File: config.mk
export PLATFORM = sky130hd
export DESIGN_NAME = uart_rx_ovr
export DESIGN_NICKNAME = d
export VERILOG_FILES = /design/src/rtl/uart_rx_pkg.sv /design/src/rtl/rx_sync.sv /design/src/rtl/rx_framer.sv /design/src/rtl/rx_buffer.sv /design/src/rtl/uart_rx_ovr.sv
export SDC_FILE = /design/constraint.sdc
export NUM_CORES = 1
export LEC_CHECK = 0
export ABC_AREA = 0
export BUFFER_PORTS_ARGS = -buffer_cell sky130_fd_sc_hd__buf_4
export CORE_MARGIN = 4
export CORE_UTILIZATION = 53
export CTS_CLUSTER_DIAMETER = 80
export DETAILED_ROUTE_END_ITERATION = 12
export PLACE_DENSITY = 0.74
export SLEW_MARGIN = 20
export SYNTH_ARGS = -nofsm -noshare
export SYNTH_HDL_FRONTEND = slang
export SYNTH_SLANG_ARGS = --single-unit
File: constraint.sdc
create_clock -name clk -period 2.3 [get_ports clk]
set_clock_uncertainty 0.15 [all_clocks]
set_input_delay 0.345 -clock clk [delete_from_list [all_inputs] [get_ports clk]]
set_output_delay 0.345 -clock clk [all_outputs]
set_load 0.03 [all_outputs]
File: src/rtl/uart_rx_pkg.sv
package uart_rx_pkg;
    typedef enum logic [2:0] {
        RX_IDLE,
        RX_START,
        RX_DATA,
        RX_STOP,
        RX_WAIT_HIGH
    } rx_state_e;
endpackage

File: src/rtl/rx_sync.sv
module rx_sync #(
    parameter int STAGES = 2
) (
    input  logic clk,
    input  logic rst_n,
    input  logic din,
    output logic dout
);
    logic [STAGES-1:0] chain_q;

    always_ff @(posedge clk or negedge rst_n) begin
        if (!rst_n) chain_q <= '1;
        else        chain_q <= {chain_q[STAGES-2:0], din};
    end

    assign dout = chain_q[STAGES-1];
endmodule

File: src/rtl/rx_framer.sv
module rx_framer
    import uart_rx_pkg::*;
#(
    parameter int DATA_W     = 8,
    parameter int OSR        = 16,
    parameter int SAMPLE_DIV = 2
) (
    input  logic              clk,
    input  logic              rst_n,
    input  logic              line,
    output logic              tick,
    output logic              word_done,
    output logic [DATA_W-1:0] word
);
    localparam int SW   = $clog2(OSR);
    localparam int DVW  = $clog2(SAMPLE_DIV);
    localparam int BW   = $clog2(DATA_W);
    localparam int HALF = OSR / 2;

    rx_state_e         state, nxt;
    logic [DVW-1:0]    div_cnt;
    logic [SW-1:0]     smp_cnt;
    logic [BW-1:0]     bit_idx;
    logic [DATA_W-1:0] shreg;
    logic              bit_end;

    // sample strobe
    always_ff @(posedge clk or negedge rst_n) begin
        if (!rst_n)                                div_cnt <= '0;
        else if (div_cnt == DVW'(SAMPLE_DIV - 1)) div_cnt <= '0;
        else                                       div_cnt <= div_cnt + 1'b1;
    end
    assign tick    = (div_cnt == DVW'(SAMPLE_DIV - 1));
    assign bit_end = tick && (smp_cnt == SW'(OSR - 1));

    // state register
    always_ff @(posedge clk or negedge rst_n) begin
        if (!rst_n) state <= RX_IDLE;
        else        state <= nxt;
    end

    // next state
    always_comb begin
        nxt = state;
        unique case (state)
            RX_IDLE:      if (tick && !line) nxt = RX_START;
            RX_START:     if (tick && smp_cnt == SW'(HALF - 1))
                              nxt = line ? RX_IDLE : RX_DATA;
            RX_DATA:      if (bit_end && bit_idx == BW'(DATA_W - 1)) nxt = RX_STOP;
            RX_STOP:      if (bit_end) nxt = line ? RX_IDLE : RX_WAIT_HIGH;
            RX_WAIT_HIGH: if (tick && line) nxt = RX_IDLE;
            default:      nxt = RX_IDLE;
        endcase
    end

    // sample counters and shift register
    always_ff @(posedge clk or negedge rst_n) begin
        if (!rst_n) begin
            smp_cnt <= '0;
            bit_idx <= '0;
            shreg   <= '0;
        end else if (nxt != state) begin
            smp_cnt <= '0;
            if (state == RX_DATA) shreg <= {line, shreg[DATA_W-1:1]};
            if (nxt == RX_DATA)   bit_idx <= '0;
        end else if (tick && state != RX_IDLE && state != RX_WAIT_HIGH) begin
            if (bit_end) begin
                smp_cnt <= '0;
                if (state == RX_DATA) begin
                    shreg   <= {line, shreg[DATA_W-1:1]};
                    bit_idx <= bit_idx + 1'b1;
                end
            end else begin
                smp_cnt <= smp_cnt + 1'b1;
            end
        end
    end

    // outputs
    always_comb begin
        word_done = (state == RX_STOP) && bit_end && line;
        word      = shreg;
    end

    // data phase is only entered through a validated start bit
    p_data_from_start_r1: assert property (@(posedge clk) disable iff (!rst_n)
        (state == RX_DATA && $past(state) != RX_DATA) |-> $past(state) == RX_START);

    // a word is reported only out of the stop state
    p_done_in_stop_r3: assert property (@(posedge clk) disable iff (!rst_n)
        word_done |=> state == RX_IDLE);
endmodule

File: src/rtl/rx_buffer.sv
module rx_buffer #(
    parameter int DATA_W = 8,
    parameter int DEPTH  = 2
) (
    input  logic              clk,
    input  logic              rst_n,
    input  logic              push,
    input  logic [DATA_W-1:0] din,
    input  logic              pop,
    output logic [DATA_W-1:0] dout,
    output logic              empty,
    output logic              full
);
    localparam int AW = $clog2(DEPTH);
    localparam int CW = $clog2(DEPTH + 1);

    logic [DATA_W-1:0] mem [DEPTH];
    logic [AW-1:0]     wr_ptr, rd_ptr;
    logic [CW-1:0]     count;
    logic              do_push, do_pop;

    assign empty   = (count == '0);
    assign full    = (count == CW'(DEPTH));
    assign do_push = push && !full;
    assign do_pop  = pop && !empty;
    assign dout    = mem[rd_ptr];

    always_ff @(posedge clk or negedge rst_n) begin
        if (!rst_n) begin
            wr_ptr <= '0;
            rd_ptr <= '0;
            count  <= '0;
        end else begin
            if (do_push)
                wr_ptr <= (wr_ptr == AW'(DEPTH - 1)) ? '0 : wr_ptr + 1'b1;
            if (do_pop)
                rd_ptr <= (rd_ptr == AW'(DEPTH - 1)) ? '0 : rd_ptr + 1'b1;
            if (do_push && !do_pop)      count <= count + 1'b1;
            else if (do_pop && !do_push) count <= count - 1'b1;
        end
    end

    always_ff @(posedge clk) begin
        if (do_push) mem[wr_ptr] <= din;
    end

    // the storage is never written past its depth
    p_no_overflow_r5: assert property (@(posedge clk) disable iff (!rst_n)
        push |-> !full);
endmodule

File: src/rtl/uart_rx_ovr.sv
module uart_rx_ovr #(
    parameter int DATA_W     = 8,
    parameter int OSR        = 16,
    parameter int SAMPLE_DIV = 2,
    parameter int DEPTH      = 2,
    parameter int IDLE_BITS  = 10
) (
    input  logic              clk,
    input  logic              rst_n,
    input  logic              rx_in,
    input  logic              rd_en,
    output logic [DATA_W-1:0] rd_data,
    output logic              data_rdy,
    output logic              line_idle,
    output logic              overrun,
    input  logic              clr_idle,
    input  logic              clr_ovr
);
    localparam int IDLE_SMP = IDLE_BITS * OSR;
    localparam int IW       = $clog2(IDLE_SMP + 1);

    logic              line_s, tick, word_done;
    logic [DATA_W-1:0] word;
    logic              buf_empty, buf_full, store, lose;
    logic              ovr_q, idle_q, armed_q, idle_fire;
    logic [IW-1:0]     high_cnt;

    rx_sync #(.STAGES(2)) u_sync (
        .clk(clk), .rst_n(rst_n), .din(rx_in), .dout(line_s)
    );

    rx_framer #(.DATA_W(DATA_W), .OSR(OSR), .SAMPLE_DIV(SAMPLE_DIV)) u_framer (
        .clk(clk), .rst_n(rst_n), .line(line_s), .tick(tick),
        .word_done(word_done), .word(word)
    );

    assign store = word_done && !ovr_q && !buf_full;
    assign lose  = word_done && !ovr_q && buf_full;

    rx_buffer #(.DATA_W(DATA_W), .DEPTH(DEPTH)) u_buf (
        .clk(clk), .rst_n(rst_n), .push(store), .din(word),
        .pop(rd_en), .dout(rd_data), .empty(buf_empty), .full(buf_full)
    );

    // sticky overrun: setting wins over a coincident clear
    always_ff @(posedge clk or negedge rst_n) begin
        if (!rst_n)       ovr_q <= 1'b0;
        else if (lose)    ovr_q <= 1'b1;
        else if (clr_ovr) ovr_q <= 1'b0;
    end

    // idle-line detector, armed only by a stored word
    assign idle_fire = armed_q && tick && line_s && (high_cnt == IW'(IDLE_SMP - 1));

    always_ff @(posedge clk or negedge rst_n) begin
        if (!rst_n) begin
            high_cnt <= '0;
            armed_q  <= 1'b0;
            idle_q   <= 1'b0;
        end else begin
            if (word_done)                       high_cnt <= '0;
            else if (tick && !line_s)            high_cnt <= '0;
            else if (tick && high_cnt != IW'(IDLE_SMP)) high_cnt <= high_cnt + 1'b1;

            if (store)          armed_q <= 1'b1;
            else if (idle_fire) armed_q <= 1'b0;

            if (idle_fire && !ovr_q) idle_q <= 1'b1;
            else if (clr_idle)       idle_q <= 1'b0;
        end
    end

    assign data_rdy  = !buf_empty;
    assign line_idle = idle_q;
    assign overrun   = ovr_q;

    // overrun holds until cleared
    p_ovr_sticky_r6: assert property (@(posedge clk) disable iff (!rst_n)
        (overrun && !clr_ovr) |=> overrun);
    // data-ready cannot newly rise during overrun
    p_rdy_gated_r7: assert property (@(posedge clk) disable iff (!rst_n)
        (overrun && !clr_ovr && !data_rdy) |=> !data_rdy);
    // idle cannot newly rise during overrun
    p_idle_gated_r7: assert property (@(posedge clk) disable iff (!rst_n)
        (overrun && !clr_ovr && !line_idle) |=> !line_idle);
    // idle stays set until its clear
    p_idle_sticky_r8: assert property (@(posedge clk) disable iff (!rst_n)
        (line_idle && !clr_idle) |=> line_idle);
    // buffered data survives an overrun until read
    p_rdy_sticky_r8: assert property (@(posedge clk) disable iff (!rst_n)
        (data_rdy && !rd_en) |=> data_rdy);
endmodule

==> reports/qor.yml <==
status: "finished clean"
cp-start-kind: "register"
synth_cell_types: 44
ys_ff_latch: 52
wl_um: 3936
hpwl_um: 2907
area_growth_pct: 15.59
timing.rr.start: "u_framer.smp_cnt[1]"
drive_gt1_share_pct: 30.09
synth_top_family_by_area: "simple AND/OR/NAND/NOR gates"
syn_area_um2: 2351
htree_levels: 2
drt_iter0_drc: 61
cts-root-buf: "clkbuf_8"
p_leak_nw: 1.133
crit_path_start: "u_framer.smp_cnt[1]"
viasPerCell: 5.632
fin_cells: 266
cp-end-kind: "register"
drv_cap: 0
grt_pass1_vias: 1486
first_pass_iters: 4
synth.mux.area_fraction_pct: 8.302
yosysWarnings: 0
power_mw: 2.355
io_pins: 17
clkTransAtPathRegs_ns: 0.09
syn_area_per_cell_um2: 12.57
detail-route-antenna-nets: 0
min_from: "clr_ovr"
num_rows: 23
place_inst: 256
fp.coreArea_um2: 4144
powerDensity_nw_per_um2: 866.7
numCtsBuffers: 5
synthArstFlopShare_pct: 69.23
synth-compound-area-share_pct: 8.568
insertion_delay_ns: 0.30
drc: 0
nNetsFinal: 227
setup_slack_ns: 0.1824
synth_top_area_share_pct: 36.19
crit_type: "reg -> reg"
relSlewSlack_pct: 57.51
synth_xor_area_share_pct: 5.216
path_max_fanout: 6
die_w_um: 74.60
max_freq_ghz: 0.4722
tightest_slew_ns: 0.6331
synthAdderAreaFrac_pct: 3.193
synthSimpleGateAreaFrac_pct: 13.41
synth_nets: 199
wire_per_inst_um: 14.80
ys_seq_area_share_pct: 58.86
post_cts_buffers: 0
synth_edf_count: 16
start_util_pct: 56.73
antenna_found_initial: 0
clock_path_buffers: 2
grt_usage_pct: 16.34
synth.area.top_cells: "dfrtp_1 36%, edfxtp_1 20%, mux2_2 7.7%"
final_hold_viol_count: 0
die-area_um2: 5565
final_max_slew_viol_count: 0
fin_tns_setup_ns: 0
synth_flop_cell: "dfrtp_1"
cts_tree: "done"
timing.final.crit_period_ns: 2.118
gp_congestion: 0.8160
vias: 1498
ys_top_cells_by_count: "34 x dfrtp_1, 17 x nor2_1, 16 x edfxtp_1, 16 x mux2_2, 11 x nand2_1"
fin_crit_sh_pct: 92.07
synth_largest_area_cell: "dfrtp_1"
grt_overflow_total: 0
worstPathRequired_ns: 2.34
hp-class: "in -> reg"
portBuffers: 16
ir_drop_uv: 598.6
setup_viol: 0
grt_pass1_wl_um: 6837
n_antenna_cell: 0
crit_arrival_ns: 2.16
synth.most_common_cell: "dfrtp_1"
die_h_um: 74.60
rsz0062_at_grt: "false"
syn_inst: 187
pre_cts_ws_ns: 0.1261
cts.sinks: 52
grt_max_degree: 37
-- what timing repair did --
action                     in CTS  in global routing
setup endpoints to repair       0                  9
hold buffers                    2                  0
resized for setup               0                  2
hold endpoints to repair       35                  0
-- layout by cell type (no fill, tap or decap), types with 2 or more instances in the layout --
cell type      Yosys  final
a211oi_1           2      2
a21oi_1            6      6
a22o_2             2      2
buf_4              0     26
clkbuf_8           0      5
dfrtp_1           34     34
dfstp_2            2      2
dlygate4sd3_1      0      2
edfxtp_1          16     16
ha_1               6      6
inv_1              7      7
mux2_2            16     16
nand2_1           11     11
nand3_1            8      8
nand4_1            4      4
nor2_1            17     17
nor2b_1            2      2
nor3_1             2      2
nor4b_1            3      3
o21ai_0            5      5
xnor2_1            5      5
xor2_1             9      9
-- power breakdown --
part / total (mW) / internal [mW] / switching, mW
combinational: 0.581 / 0.275 / 0.306
sequential: 1.17 / 1.04 / 0.131
clock: 0.606 / 0.322 / 0.284
-- flip-flops by register name, indices dropped and copies added (netlist names) --
signal            cells
u_framer.word         8
line_idle             1
high_cnt              8
u_sync.chain_q        2
u_buf.rd_ptr          1
u_buf.mem            16
u_framer.bit_idx      3
u_buf.count           2
armed_q               1
overrun               1
u_framer.smp_cnt      4
u_framer.state        3
u_framer.tick         1
u_buf.wr_ptr          1
-- metrics by stage --
| step | hold WS, ns | util, % | instance area (um^2) |
|---|---|---|---|
| after floorplan | -0.1006 | - | 2357 |
| after global placement | 0.1624 | 62.35 | 2584 |
| after detailed placement | 0.1696 | 62.35 | 2584 |
| after CTS | 0.05946 | 65.52 | 2715 |
| after global routing | 0.06273 | 65.58 | 2718 |
| final | 0.06424 | 65.58 | 2718 |
-- path summary, 6_finish.rpt --
kind	to	slack, ns	depth (start not counted)
setup / recovery	u_framer.bit_idx[0]	0.18	6
hold / removal	overrun	0.06	2
setup reg to reg	u_framer.bit_idx[0]	0.18	6
hold reg to reg	u_sync.chain_q[1]	0.21	0
max in group asynchronous	u_sync.chain_q[0]	1.28	2
min in group asynchronous	high_cnt[6]	0.38	2
-- worst max-delay path, stage by stage (launching register included) --
cell and delay [ns]:
dfrtp_1 0.41, ha_1 0.20, and3_2 0.26, a311oi_2 0.38, o211ai_2 0.14, o21bai_4 0.20
mux2_4 0.26
-- cells by family (layout without fill, tap and decap cells) --
| family | Yosys count | after routing |
|---|---|---|
| XOR/XNOR | 14 | 14 |
| adder cells (fa/ha/maj) | 6 | 6 |
| flip-flops | 52 | 52 |
| buffers and inverters | 14 | 43 |
| multiplexers | 17 | 17 |
| AND/OR/NAND/NOR | 58 | 58 |
| AO/OA/AOI/OAI | 26 | 26 |
-- final cells by class --
cell class | instances | area, um^2
Fill cell | 308 | 1426
Sequential cell | 52 | 1384
Multi-Input combinational cell | 121 | 918.4
Timing Repair Buffer | 28 | 215.2
Clock buffer | 5 | 68.82
Tap cell | 50 | 62.56
Clock inverter | 3 | 42.54
Inverter | 7 | 26.28
-- metal layers --
layer | track usage [%] | vias up | part of all wire (%)
met1 | 21.72 | 738 | 45
met4 | 6.324 | 0 | 1.8
met5 | 0 | - | 0
met2 | 25.66 | 34 | 48
met3 | 4.459 | 9 | 4.6
li1 | - | 717 | -
Note: power is estimated with default switching activity, not from simulation.
